===== config.mk =====
export PLATFORM = sky130hd
export DESIGN_NAME = buf_base_bank
export DESIGN_NICKNAME = d
export VERILOG_FILES = /design/src/rtl/bbb_pkg.sv /design/src/rtl/bbb_regfile.sv /design/src/rtl/bbb_xlat.sv /design/src/rtl/buf_base_bank.sv
export SDC_FILE = /design/constraint.sdc
export NUM_CORES = 1
export LEC_CHECK = 0
export BUFFER_PORTS_ARGS = -buffer_cell sky130_fd_sc_hd__buf_2
export CAP_MARGIN = 20
export CELL_PAD_IN_SITES_DETAIL_PLACEMENT = 1
export CELL_PAD_IN_SITES_GLOBAL_PLACEMENT = 1
export CORE_ASPECT_RATIO = 0.6
export CORE_MARGIN = 2
export CORE_UTILIZATION = 35
export CTS_CLUSTER_DIAMETER = 150
export DETAILED_ROUTE_END_ITERATION = 12
export HOLD_SLACK_MARGIN = 0.12
export PLACE_DENSITY = 0.69
export SYNTH_ARGS = -nofsm -noshare
export SYNTH_HDL_FRONTEND = slang
export SYNTH_HIERARCHICAL = 1
export SYNTH_SLANG_ARGS = --single-unit

===== constraint.sdc =====
create_clock -name clk_i -period 5.07 [get_ports clk_i]
set_input_delay 0.507 -clock clk_i [delete_from_list [all_inputs] [get_ports clk_i]]
set_output_delay 0.507 -clock clk_i [all_outputs]
set_load 0.01 [all_outputs]

===== src/rtl/bbb_pkg.sv =====
package bbb_pkg;
  localparam int unsigned DATA_W = 32;
  localparam int unsigned LG_W   = 5;
endpackage


===== src/rtl/bbb_regfile.sv =====
module bbb_regfile
  import bbb_pkg::*;
#(
  parameter int unsigned NUM_REGS    = 5,
  parameter int unsigned ADDR_W      = 12,
  parameter logic [ADDR_W-1:0] BANK_BASE = 12'hD20,
  parameter logic [NUM_REGS*LG_W-1:0] CLS_LG2 = {5'd8, 5'd12, 5'd10, 5'd8, 5'd7},
  parameter logic [DATA_W-1:0] PM_BASE_RST = 32'h0020_0000,
  parameter logic [DATA_W-1:0] PM_OFS_RST  = 32'h0
) (
  input  logic              clk_i,
  input  logic              rst_ni,
  input  logic              we_i,
  input  logic [ADDR_W-1:0] addr_i,
  input  logic [DATA_W-1:0] wdata_i,
  output logic [DATA_W-1:0] rdata_o,
  input  logic [DATA_W-1:0] pm_base_i,
  input  logic [DATA_W-1:0] pm_ofs_i,
  output logic [DATA_W-1:0] base_o [NUM_REGS],
  output logic [NUM_REGS-1:0] stale_o
);
  localparam int unsigned WI_W = ADDR_W - 2;
  localparam logic [WI_W-1:0] STAT_WI = WI_W'(NUM_REGS);
  localparam logic [DATA_W-1:0] BASE_RST = PM_BASE_RST + PM_OFS_RST + 32'hF;

  logic [ADDR_W-1:0] rel;
  logic [WI_W-1:0]   widx;
  logic              hit_base, hit_stat, pm_chg, misalign;
  logic [DATA_W-1:0] adj, rd_base, sel_mask;
  logic [DATA_W-1:0] base_q [NUM_REGS];
  logic [DATA_W-1:0] amask  [NUM_REGS];
  logic [NUM_REGS-1:0] stale_q, wsel;
  logic [DATA_W-1:0] pm_base_q, pm_ofs_q;
  logic              align_q;

  assign rel      = addr_i - BANK_BASE;
  assign widx     = rel[ADDR_W-1:2];
  assign hit_base = (rel[1:0] == 2'b00) && (widx < STAT_WI);
  assign hit_stat = (rel[1:0] == 2'b00) && (widx == STAT_WI);
  assign adj      = wdata_i + pm_base_i + pm_ofs_i;
  assign pm_chg   = (pm_base_i != pm_base_q) || (pm_ofs_i != pm_ofs_q);

  for (genvar i = 0; i < NUM_REGS; i++) begin : g_reg
    localparam logic [LG_W-1:0] LG = CLS_LG2[i*LG_W +: LG_W];
    assign amask[i] = ((32'd1 << LG) - 32'd1) & 32'hFFFF_FFF0;
    assign wsel[i]  = we_i && hit_base && (widx == WI_W'(i));

    always_ff @(posedge clk_i or negedge rst_ni) begin
      if (!rst_ni) begin
        base_q[i]  <= BASE_RST;
        stale_q[i] <= 1'b0;
      end else begin
        if (wsel[i]) base_q[i] <= adj;
        if (wsel[i])     stale_q[i] <= 1'b0;
        else if (pm_chg) stale_q[i] <= 1'b1;
      end
    end


    wr_clears_stale_chk: assert property (@(posedge clk_i) disable iff (!rst_ni)
      wsel[i] |=> !stale_q[i]);

    chg_sets_stale_chk: assert property (@(posedge clk_i) disable iff (!rst_ni)
      (pm_chg && !wsel[i]) |=> stale_q[i]);
  end

  always_comb begin
    rd_base  = '0;
    sel_mask = '0;
    for (int i = 0; i < NUM_REGS; i++) begin
      if (widx == WI_W'(i)) begin
        rd_base  = base_q[i];
        sel_mask = amask[i];
      end
    end
  end

  assign misalign = we_i && hit_base && |(adj & sel_mask);

  always_ff @(posedge clk_i or negedge rst_ni) begin
    if (!rst_ni) begin
      pm_base_q <= PM_BASE_RST;
      pm_ofs_q  <= PM_OFS_RST;
      align_q   <= 1'b0;
    end else begin
      pm_base_q <= pm_base_i;
      pm_ofs_q  <= pm_ofs_i;
      if (misalign)                               align_q <= 1'b1;
      else if (we_i && hit_stat && wdata_i[0])    align_q <= 1'b0;
    end
  end


  align_sticky_chk: assert property (@(posedge clk_i) disable iff (!rst_ni)
    (align_q && !(we_i && hit_stat)) |=> align_q);

  always_comb begin
    if (hit_base)      rdata_o = rd_base - pm_base_i - pm_ofs_i;
    else if (hit_stat) rdata_o = (DATA_W'(stale_q) << 8) | DATA_W'(align_q);
    else               rdata_o = '0;
  end

  assign base_o  = base_q;
  assign stale_o = stale_q;
endmodule


===== src/rtl/bbb_xlat.sv =====
module bbb_xlat
  import bbb_pkg::*;
#(
  parameter int unsigned NUM_REGS = 5,
  parameter int unsigned IDX_W    = 16,
  parameter logic [NUM_REGS*LG_W-1:0] CLS_LG2 = {5'd8, 5'd12, 5'd10, 5'd8, 5'd7}
) (
  input  logic              clk_i,
  input  logic              rst_ni,
  input  logic [DATA_W-1:0] base_i [NUM_REGS],
  input  logic [NUM_REGS-1:0] stale_i,
  input  logic              real_mode_i,
  input  logic [LG_W-1:0]   real_lg2_i,
  input  logic              req_i,
  input  logic [2:0]        cls_i,
  input  logic [IDX_W-1:0]  idx_i,
  output logic              vld_o,
  output logic [DATA_W-1:0] addr_o,
  output logic              err_o
);
  logic [DATA_W-1:0] base_sel, addr_d;
  logic [LG_W-1:0]   lg_sel;
  logic              cls_ok, stale_sel, err_d;

  always_comb begin
    base_sel  = base_i[0];
    stale_sel = stale_i[0];
    lg_sel    = real_lg2_i;
    cls_ok    = real_mode_i;
    if (!real_mode_i) begin
      for (int i = 0; i < NUM_REGS; i++) begin
        if (cls_i == 3'(i)) begin
          base_sel  = base_i[i];
          stale_sel = stale_i[i];
          lg_sel    = CLS_LG2[i*LG_W +: LG_W];
          cls_ok    = 1'b1;
        end
      end
    end
    err_d  = !cls_ok || stale_sel || (!real_mode_i && base_sel[3:0] == 4'hF);
    addr_d = {base_sel[DATA_W-1:4], 4'h0} + (DATA_W'(idx_i) << lg_sel);
  end

  always_ff @(posedge clk_i or negedge rst_ni) begin
    if (!rst_ni) begin
      vld_o  <= 1'b0;
      err_o  <= 1'b0;
      addr_o <= '0;
    end else begin
      vld_o <= req_i;
      if (req_i) begin
        err_o  <= err_d;
        addr_o <= err_d ? '0 : addr_d;
      end
    end
  end


  vld_latency_chk: assert property (@(posedge clk_i) disable iff (!rst_ni)
    req_i |=> vld_o);

  bad_cls_err_chk: assert property (@(posedge clk_i) disable iff (!rst_ni)
    (req_i && !real_mode_i && cls_i >= 3'(NUM_REGS)) |=> (err_o && addr_o == '0));

  stale_real_err_chk: assert property (@(posedge clk_i) disable iff (!rst_ni)
    (req_i && real_mode_i && stale_i[0]) |=> err_o);
endmodule


===== src/rtl/buf_base_bank.sv =====
module buf_base_bank
  import bbb_pkg::*;
#(
  parameter int unsigned NUM_REGS = 5,
  parameter int unsigned ADDR_W   = 12,
  parameter int unsigned IDX_W    = 16,
  parameter logic [ADDR_W-1:0] BANK_BASE = 12'hD20,
  parameter logic [NUM_REGS*LG_W-1:0] CLS_LG2 = {5'd8, 5'd12, 5'd10, 5'd8, 5'd7},
  parameter logic [DATA_W-1:0] PM_BASE_RST = 32'h0020_0000,
  parameter logic [DATA_W-1:0] PM_OFS_RST  = 32'h0
) (
  input  logic              clk_i,
  input  logic              rst_ni,
  input  logic              reg_we_i,
  input  logic [ADDR_W-1:0] reg_addr_i,
  input  logic [DATA_W-1:0] reg_wdata_i,
  output logic [DATA_W-1:0] reg_rdata_o,
  input  logic [DATA_W-1:0] pm_base_i,
  input  logic [DATA_W-1:0] pm_ofs_i,
  input  logic              real_mode_i,
  input  logic [LG_W-1:0]   real_lg2_i,
  input  logic              xlat_req_i,
  input  logic [2:0]        xlat_cls_i,
  input  logic [IDX_W-1:0]  xlat_idx_i,
  output logic              xlat_vld_o,
  output logic [DATA_W-1:0] xlat_addr_o,
  output logic              xlat_err_o
);
  logic [DATA_W-1:0]   base_w [NUM_REGS];
  logic [NUM_REGS-1:0] stale_w;

  bbb_regfile #(
    .NUM_REGS(NUM_REGS), .ADDR_W(ADDR_W), .BANK_BASE(BANK_BASE),
    .CLS_LG2(CLS_LG2), .PM_BASE_RST(PM_BASE_RST), .PM_OFS_RST(PM_OFS_RST)
  ) u_regfile (
    .clk_i, .rst_ni,
    .we_i(reg_we_i), .addr_i(reg_addr_i), .wdata_i(reg_wdata_i), .rdata_o(reg_rdata_o),
    .pm_base_i, .pm_ofs_i,
    .base_o(base_w), .stale_o(stale_w)
  );

  bbb_xlat #(
    .NUM_REGS(NUM_REGS), .IDX_W(IDX_W), .CLS_LG2(CLS_LG2)
  ) u_xlat (
    .clk_i, .rst_ni,
    .base_i(base_w), .stale_i(stale_w),
    .real_mode_i, .real_lg2_i,
    .req_i(xlat_req_i), .cls_i(xlat_cls_i), .idx_i(xlat_idx_i),
    .vld_o(xlat_vld_o), .addr_o(xlat_addr_o), .err_o(xlat_err_o)
  );
endmodule


* Word-level counts from Yosys, hierarchy flattened
Cells that the tools add are included.
Storage, ports and cells: register bits 264, input bits 137, output and inout port bits 66, logic and storage cells 108
Cells by class: add/subtract/negate cells 6, $lt $le $gt $ge 1, equality and inequality tests 12, shift operators 1, multiplexer cells 43, bitwise gates (word level) 2, reduce and logical (&&, ||, !) cells 27
Operators by type and width (count):
- 32-bit two-way mux | 13
- 32-bit adder | 3
- 32-bit inequality test | 2
- 32-bit subtractor | 2
- 32-bit by 12-bit AND with 32-bit output | 1
- 32-bit OR reduction | 1
- 16-bit by 5-bit << shifter with 32-bit output | 1
- 5-bit two-way mux | 6
- 12-bit two-way mux | 2
- 10-bit by 2-bit == test with 1-bit output (second input constant) | 2
- 10-bit by 3-bit == test with 1-bit output (second input constant) | 2
- 1-bit two-way mux | 19
- 13-bit by 1-bit OR with 13-bit output | 1
- 1-bit logical AND | 12
- 2-bit nonzero test | 6
- 12-bit subtractor (second input constant) | 1
- 10-bit by 1-bit == test with 1-bit output (second input constant) | 1
- 10-bit logical NOT | 1
- 10-bit by 3-bit less-than comparator with 1-bit output (second input constant) | 1
- 10-bit two-way mux | 1
- 8-bit two-way mux | 1
- 7-bit two-way mux | 1
- 3-bit by 2-bit == test with 1-bit output (second input constant) | 2
- 4-bit == test (second input constant) | 1
- other kinds (6) | 9

* Logic depth before layout (Yosys ltp)
Gate-level depths: netlist of run 1.
depth in word-level cells 11, gate-level depth with buffers 24, mapped depth without buffers 21

* Hierarchy
Netlist of run 1, hierarchy kept.
Modules (own cells, without submodules):
- bbb_regfile | times used 1, cells each 1429, area an instance 14241.2 sq um, seq. area each 5788.1 sq um
- bbb_xlat | times used 1, cells each 715, area an instance 5089.9 sq um, seq. area each 850.8 sq um

* Worst setup path before layout of run 1
No wires, ideal clock.
path type input to output, start in reg_addr_i[5], end out reg_rdata_o[30], data arrival time 4909 ps, required time 4563 ps, setup slack -346 ps, cell stages on the path 20, buffers on the path 1, path through inv_1 > ha_1 > o31a_1 > or2_1 > nor2_1 > clkbuf_1 > a21oi_1 > fa_1 > inv_1 > ha_1 > o21ai_0 > o21ai_0 > a221oi_1 > o311a_1 > o21ai_0 > a41o_1 > o31ai_1 > o21ai_0 > xnor2_1 > nor2_1
On the way: word-level cells in the longest chain between the ends 10, elaborated cells between the ends (all ways) 16, those cells by class add/sub: 3; order compare: 1; eq/ne: 4; mux: 6; reduce/logical: 2
Ends and longest elaborated chain:
- from (decl) | RTL line buf_base_bank.sv:15 | input logic [ADDR_W-1:0] reg_addr_i,
- 12-bit subtractor * | RTL line bbb_regfile.sv:36 | assign rel = addr_i - BANK_BASE;
- 10-bit logical NOT | RTL line bbb_regfile.sv:71 | if (widx == WI_W'(i)) begin
- 32-bit two-way mux (5 in a row) | RTL line bbb_regfile.sv:71
- 32-bit subtractor (2 in a row) | RTL line bbb_regfile.sv:98 | if (hit_base) rdata_o = rd_base - pm_base_i - pm_ofs_i;
- 32-bit two-way mux * | RTL line bbb_regfile.sv:98
- to (decl) | RTL line buf_base_bank.sv:17 | output logic [DATA_W-1:0] reg_rdata_o,
Mark *: on every way between the ends. The rest lies on a longest branch, timed or not.

* Worst setup path in the final report of run 1
start in reg_addr_i[6], end out reg_rdata_o[31]
The elaborated chain is that of the path after synthesis.

==> results_dict.tcl, run 1 <==
set metrics [dict create \
    cts_inserted_buffers 30 \
    fin_area_sq_um 25300 \
    vias 18400 \
    syn_nets 2435 \
    crit_path_start "reg_addr_i[6]" \
    area_delta_synth_final_pct 30.7 \
    antenna_found_initial 2 \
    cp.depth 26 \
    io_pins 203 \
    placed_cells 3157 \
    dr.pass1.iters 5 \
    grt_setup_unrepaired "true" \
    slew_violations 0 \
    status "finished, violations left" \
    synth_top_area_share_pct 30.8 \
    r2r-end "u_xlat/addr_o[31]$_DFFE_PN0P_" \
    critPathTopFamily "compound AO/OA/AOI/OAI gates" \
    wl_per_cell_um 24.0 \
    drive_gt1_share_pct 27.1 \
    ir_worst_vdd_mv 0.247 \
    cp_data_required_time_ns 4.56 \
    finalSetupViolations 21 \
    worstMarginPinSlew_ns 1.07 \
    wirelength_um 79100 \
    hold_slack_ns 0.141 \
    synthXorXnorAreaFrac_pct 6.30 \
    layout_min_cycle_time_ns 5.56 \
    async_flop_share_pct 100 \
    failed_checks "negative setup slack" \
    yosys.area.top_type "dfrtp_1" \
    endpoint_kind "output pin" \
    synth_area_leaders "dfrtp_1 31%, fa_1 6.6%, mux2i_1 6.4%" \
    yosys.area_share.simple_pct 14.0 \
    power_leakage_nw 11.7 \
    synth_ff_type "dfrtp_1" \
    clk_latency_ns 0.60 \
    grt_pass1_vias 19500 \
    worstReg2RegStart "u_regfile/base_o[133]$_DFFE_PN0P_" \
    cts-htree-levels 1 \
    cpPeakStageDelay_ns 0.50 \
    ff2ff_path_depth 16 \
    worst_path_max_delay_cell "fa_1" \
    netlist_area_sq_um 19300 \
    yosysSeqAreaShare_pct 34.3 \
    dpl_worst_slack_ns -1.05 \
    numPortBuffers 202 \
    cp_max_fo 5 \
    worstHoldPathType "in -> reg" \
    grt_pass1_wl_um 119000 \
    synth_top_family_by_area "compound AO/OA/AOI/OAI gates" \
    max_freq_ghz 0.180 \
    synth_common_cells "319 x nand2_1, 238 x dfrtp_1, 188 x o21ai_0, 136 x a21oi_1, 126 x nor2_1" \
    finish.utilization_pct 46.5 \
    skew_ns 0.0232 \
    yosys_register_bits 264 \
    synth_mux_area_share_pct 9.04 \
    netlist_instances 2144 \
    via_per_inst 5.59 \
    holdPathStages 1 \
    power.density_nw_per_um2 268 \
    path_class "in -> out" \
    root_buffer "clkbuf_16" \
    gp_congestion 0.944 \
    coreArea_sq_um 54300 \
    dieArea_sq_um 57200 \
    track_usage_pct 27.3 \
    synth_compound_area_share_pct 19.7 \
    place_area_sq_um 22400 \
    path_buf_inv 8 \
    drt-initial-drc-count 1263 \
    grt_max_degree 172 \
    worstSetupEndpoint "reg_rdata_o[31]" \
    fin_ws_ns -0.489 \
    crit_arrival_ns 5.05 \
    synth.most_common_cell "nand2_1" \
    reg2reg_slack_ns 0.79 \
    yosys_warnings 6 \
    final.period_utilization_pct 110 \
    cts_tree "built" \
    grt_overflow_total 0 \
    dp_hpwl_um 58500 \
    ant_nets 0 \
    initial_core_util_pct 35.6 \
    ys_types 87 \
    final_nets 2850 \
    synthAdderAreaFrac_pct 12.5 \
    max-slew-margin-rel_pct 28.4 \
    drv_cap 0 \
    finalHoldViolations 0 \
    drc 0 \
    start_kind "input port" \
    rows 66 \
    die_w_um 307 \
    syn_area_per_cell_sq_um 9.02 \
    cts.path.max_buffers 3 \
    fp.dieH_um 186 \
    synth_edf_count 0 \
    clock_sinks 264 \
    stdcell_count 3297 \
    path_clk_slew_ns 0.07 \
]
## report_power, final
group | internal [mW] | switching (mW)
clock network | 1.30 | 0.978
registers | 2.16 | 0.0270
logic | 0.914 | 1.39
## layout by cell type (no fill, tap or decap), drive strengths merged, types with 7 or more instances in the layout
cell         Yosys  routed
a21o            39      39
nand4           31      31
a21oi          136     136
buf             18     433
mux2i          125     125
clkbuf          86      46
and2             9       9
o21ai          197     197
and3            12      12
a22o            21      21
o2bb2ai         16      16
xor2            20      20
nand2          319     320
dlygate4sd3      0      50
fa              64      64
a31oi           16      16
a211oi          41      41
nor3            28      28
dfstp           26      26
clkinv           1       7
xnor2          119     119
nand2b          16      17
o21bai          15      15
o22ai           44      44
nor4             8       8
o21a            18      18
nand3           25      25
ha              90      90
nor2           127     127
dfrtp          238     238
mux2            39      39
nor2b           10      10
inv            103     104
## registers in the layout, summed over array words and instances, names as in the netlist
signal               flops
u_xlat/err_o             1
u_xlat/addr_o           32
u_xlat/vld_o             1
u_regfile/pm_ofs_q      32
u_regfile/pm_base_q     32
u_regfile/base_o       160
u_regfile/stale_o        5
u_regfile/align_q        1
## cell type report
class / instances / area (sq um)
fillers: 6267 / 29100
repair buffers: 485 / 3530
multi-input cells: 1674 / 12800
inverters: 104 / 393
well taps: 714 / 893
diodes: 1 / 2.50
clock buffers: 46 / 882
clock inverters: 9 / 110
flip-flops and latches: 264 / 6640
## worst min-delay path by stage
stage,start,to
finish,pm_base_i[19],u_regfile/pm_base_q[19]$_DFF_PN0_
global route,pm_ofs_i[20],u_regfile/pm_ofs_q[20]$_DFF_PN0_
CTS,pm_base_i[19],u_regfile/pm_base_q[19]$_DFF_PN0_
detailed placement,rst_ni,u_xlat/vld_o$_DFF_PN0_
global placement,rst_ni,u_xlat/addr_o[1]$_DFFE_PN0P_
floorplan,rst_ni,u_regfile/align_q$_DFFE_PN0P_
## metrics by stage
stage                     setup TNS, ns  power, mW
final                             -5.82       6.76
after global routing              -8.97       7.08
after CTS                         -3.13       6.71
after detailed placement         -14.91       4.26
after global placement           -11.72       4.21
after floorplan                       0       3.38
## logic make-up after synthesis
kind of cell	after synthesis
xor+xnor	139
buf+inv	208
fa+ha+maj	154
compound gates	602
flops	264
mux	166
simple gates	611
## layer usage
layer / GRT usage (%) / vias to the layer above / part of all wire (%)
met3: 6.39 / 142 / 7.1
met1: 38.6 / 9349 / 47
met4: 7.28 / 0 / 2.6
li1: - / 8419 / -
met5: 0 / - / 0
met2: 41.8 / 519 / 44
## repair_timing
item,CTS,global route
setup endpoints to repair,22,30
gates cloned,4,0
endpoints found under the hold margin,93,0
hold buffers,50,0
setup buffers,24,9
resized for setup,159,42
pin swaps,63,21
## worst reg2reg max path, delay by kind of cell, from the launching register on
kind	cells	cell delay, ns
AND/OR/NAND/NOR	3	0.52
AO/OA/AOI/OAI	11	2.80
flip-flops	1	0.40
adder cells (fa/ha/maj)	1	0.34
multiplexers	1	0.09
No activity file was read; power rests on OpenSTA's default activity.
==> run 2, diff against run 1 <==
--- a/config.mk
+++ b/config.mk
@@ -13,9 +13,11 @@
 export CORE_MARGIN = 2
 export CORE_UTILIZATION = 35
 export CTS_CLUSTER_DIAMETER = 150
+export CTS_CLUSTER_SIZE = 12
 export DETAILED_ROUTE_END_ITERATION = 12
 export HOLD_SLACK_MARGIN = 0.12
 export PLACE_DENSITY = 0.69
+export RECOVER_POWER = 25
 export SYNTH_ARGS = -nofsm -noshare
 export SYNTH_HDL_FRONTEND = slang
 export SYNTH_HIERARCHICAL = 1
==> results_dict.tcl, run 2 (synthesis results as in run 1) <==
set metrics [dict create \
    initial_core_util_pct 35.6 \
    root_buffer "clkbuf_16" \
    clock_sinks 264 \
    path_clk_slew_ns 0.07 \
    drt-initial-drc-count 1207 \
    grt_pass1_vias 19200 \
    ir_worst_vdd_mv 0.237 \
    endpoint_kind "output pin" \
    clk_latency_ns 0.57 \
    multi_input_area_sq_um 12700 \
    cp_max_fo 6 \
    numPortBuffers 202 \
    final_cell_mix "314 x nand2_1, 238 x dfrtp_1, 203 x buf_4, 175 x o21ai_0, 132 x buf_2" \
    power_leakage_nw 11.3 \
    ant_nets 0 \
    rows 66 \
    largest_reg_flops 160 \
    cts_tree "built" \
    start_kind "input port" \
    gp_congestion 0.944 \
    worstMarginPinSlew_ns 3.12 \
    drc 0 \
    coreArea_sq_um 54300 \
    vias 18200 \
    dr.pass1.iters 5 \
    finalSetupViolations 23 \
    met1_usage_pct 38.6 \
    cp_data_required_time_ns 4.56 \
    path_class "in -> out" \
    worstHoldPathType "in -> reg" \
    fin_ws_ns -0.558 \
    grt_use_met2_pct 41.3 \
    dieArea_sq_um 57200 \
    grt_overflow_total 0 \
    max-slew-margin-rel_pct -108 \
    failed_checks "max-capacitance violations, max-slew violations, negative setup slack" \
    track_usage_pct 27.0 \
    final.period_utilization_pct 111 \
    drive_gt1_share_pct 23.5 \
    finalHoldViolations 0 \
    via_per_inst 5.58 \
    grt_pass1_wl_um 117000 \
    grt_max_degree 172 \
    skew_ns 0.0130 \
    die_w_um 307 \
    area_delta_synth_final_pct 27.0 \
    regArea_sq_um 6640 \
    cts_inserted_buffers 25 \
    grt_setup_unrepaired "true" \
    total_power_mw 6.28 \
    min-delay-start "pm_ofs_i[2]" \
    cts.path.max_buffers 3 \
    final_nets 2823 \
    grtUsageMet3_pct 5.97 \
    fillers 6357 \
    worstReg2RegStart "u_regfile/base_o[133]$_DFFE_PN0P_" \
    slew_violations 52 \
    grt-busiest-layer "met2" \
    drv_cap 1 \
    wl_per_cell_um 23.8 \
    fp.dieH_um 186 \
    layout_min_cycle_time_ns 5.63 \
    layout_commonest_cell "nand2_1" \
    dp_hpwl_um 58500 \
    wirelength_um 77800 \
    n_antenna_cell 0 \
    dpl_worst_slack_ns -1.05 \
    crit_arrival_ns 5.12 \
    crit_path_start "reg_addr_i[9]" \
    antenna_found_initial 5 \
    power.density_nw_per_um2 256 \
    io_pins 203 \
    status "finished, violations left" \
    max_freq_ghz 0.178 \
    cts-htree-levels 1 \
]
run 2: what timing repair did:
item	CTS	global route
setup buffers	28	10
endpoints found under the setup margin	22	25
pin swaps	48	28
gates cloned	2	0
resized for setup	147	44
hold buffers	27	0
endpoints found under the hold margin	70	0
run 2: critical path, stage by stage:
cell       delay (ns)
buf_6            0.08
nor2b_4          0.13
mux2i_1          0.10
o31a_1           0.34
buf_6            0.13
nor3_4           0.21
buf_12           0.16
nand2b_4         0.10
buf_4            0.16
o22ai_2          0.10
a21oi_2          0.06
fa_1             0.52
inv_2            0.06
ha_4             0.28
o21ai_4          0.08
buf_6            0.12
a21o_1           0.20
a221oi_2         0.26
buf_4            0.20
o22ai_4          0.08
a211oi_4         0.29
nor3_2           0.07
a211o_1          0.29
a2111oi_4        0.29
o21bai_1         0.15
buf_2            0.14
run 2: report_power, final:
group	total [mW]	leakage (nW)	switching, mW	internal [mW]
registers	2.18	3.41	0.0265	2.16
clock network	1.83	0.336	0.904	0.930
logic	2.26	7.54	1.38	0.887
total	6.28	11.3	2.31	3.97
run 2: area by class of cell:
cell class / count / share of cell area, %
clock inverters: 1 / 0.0357
inverters: 104 / 1.61
multi-input cells: 1673 / 51.7
flip-flops and latches: 264 / 27.0
repair buffers: 464 / 13.1
clock buffers: 45 / 2.85
well taps: 714 / 3.64
run 2: final timing paths:
kind	endpoint	slack (ns)	cells after the start
worst max-delay path	reg_rdata_o[31]	-0.56	26
worst min-delay path	u_regfile/pm_ofs_q[2]$_DFF_PN0_	0.14	1
worst max register to register	u_xlat/addr_o[31]$_DFFE_PN0P_	0.86	16
worst min register to register	u_xlat/err_o$_DFFE_PN0P_	0.49	2
max in group asynchronous	u_regfile/stale_o[0]$_DFFE_PN0P_	1.14	3
min in group asynchronous	u_xlat/vld_o$_DFF_PN0_	1.52	2
run 2: routing by layer:
layer / up-vias / wire length [um]
li1: 8375 / -
met3: 124 / 5500
met2: 503 / 34000
met4: 2 / 1820
met5: - / 13
met1: 9217 / 36500
run 2: metrics by stage:
stage | instances | hold slack, ns | TNS, ns | util (%) | area [sq um]
floorplan | 2144 | 0.211 | 0 | - | 19400
global placement | 3157 | 0.451 | -11.72 | 41.3 | 22400
detailed placement | 3157 | 0.462 | -14.91 | 41.3 | 22400
CTS | 3258 | 0.121 | -2.81 | 44.9 | 24400
global route | 3265 | 0.127 | -12.29 | 45.2 | 24500
finish | 3265 | 0.142 | -7.73 | 45.2 | 24500
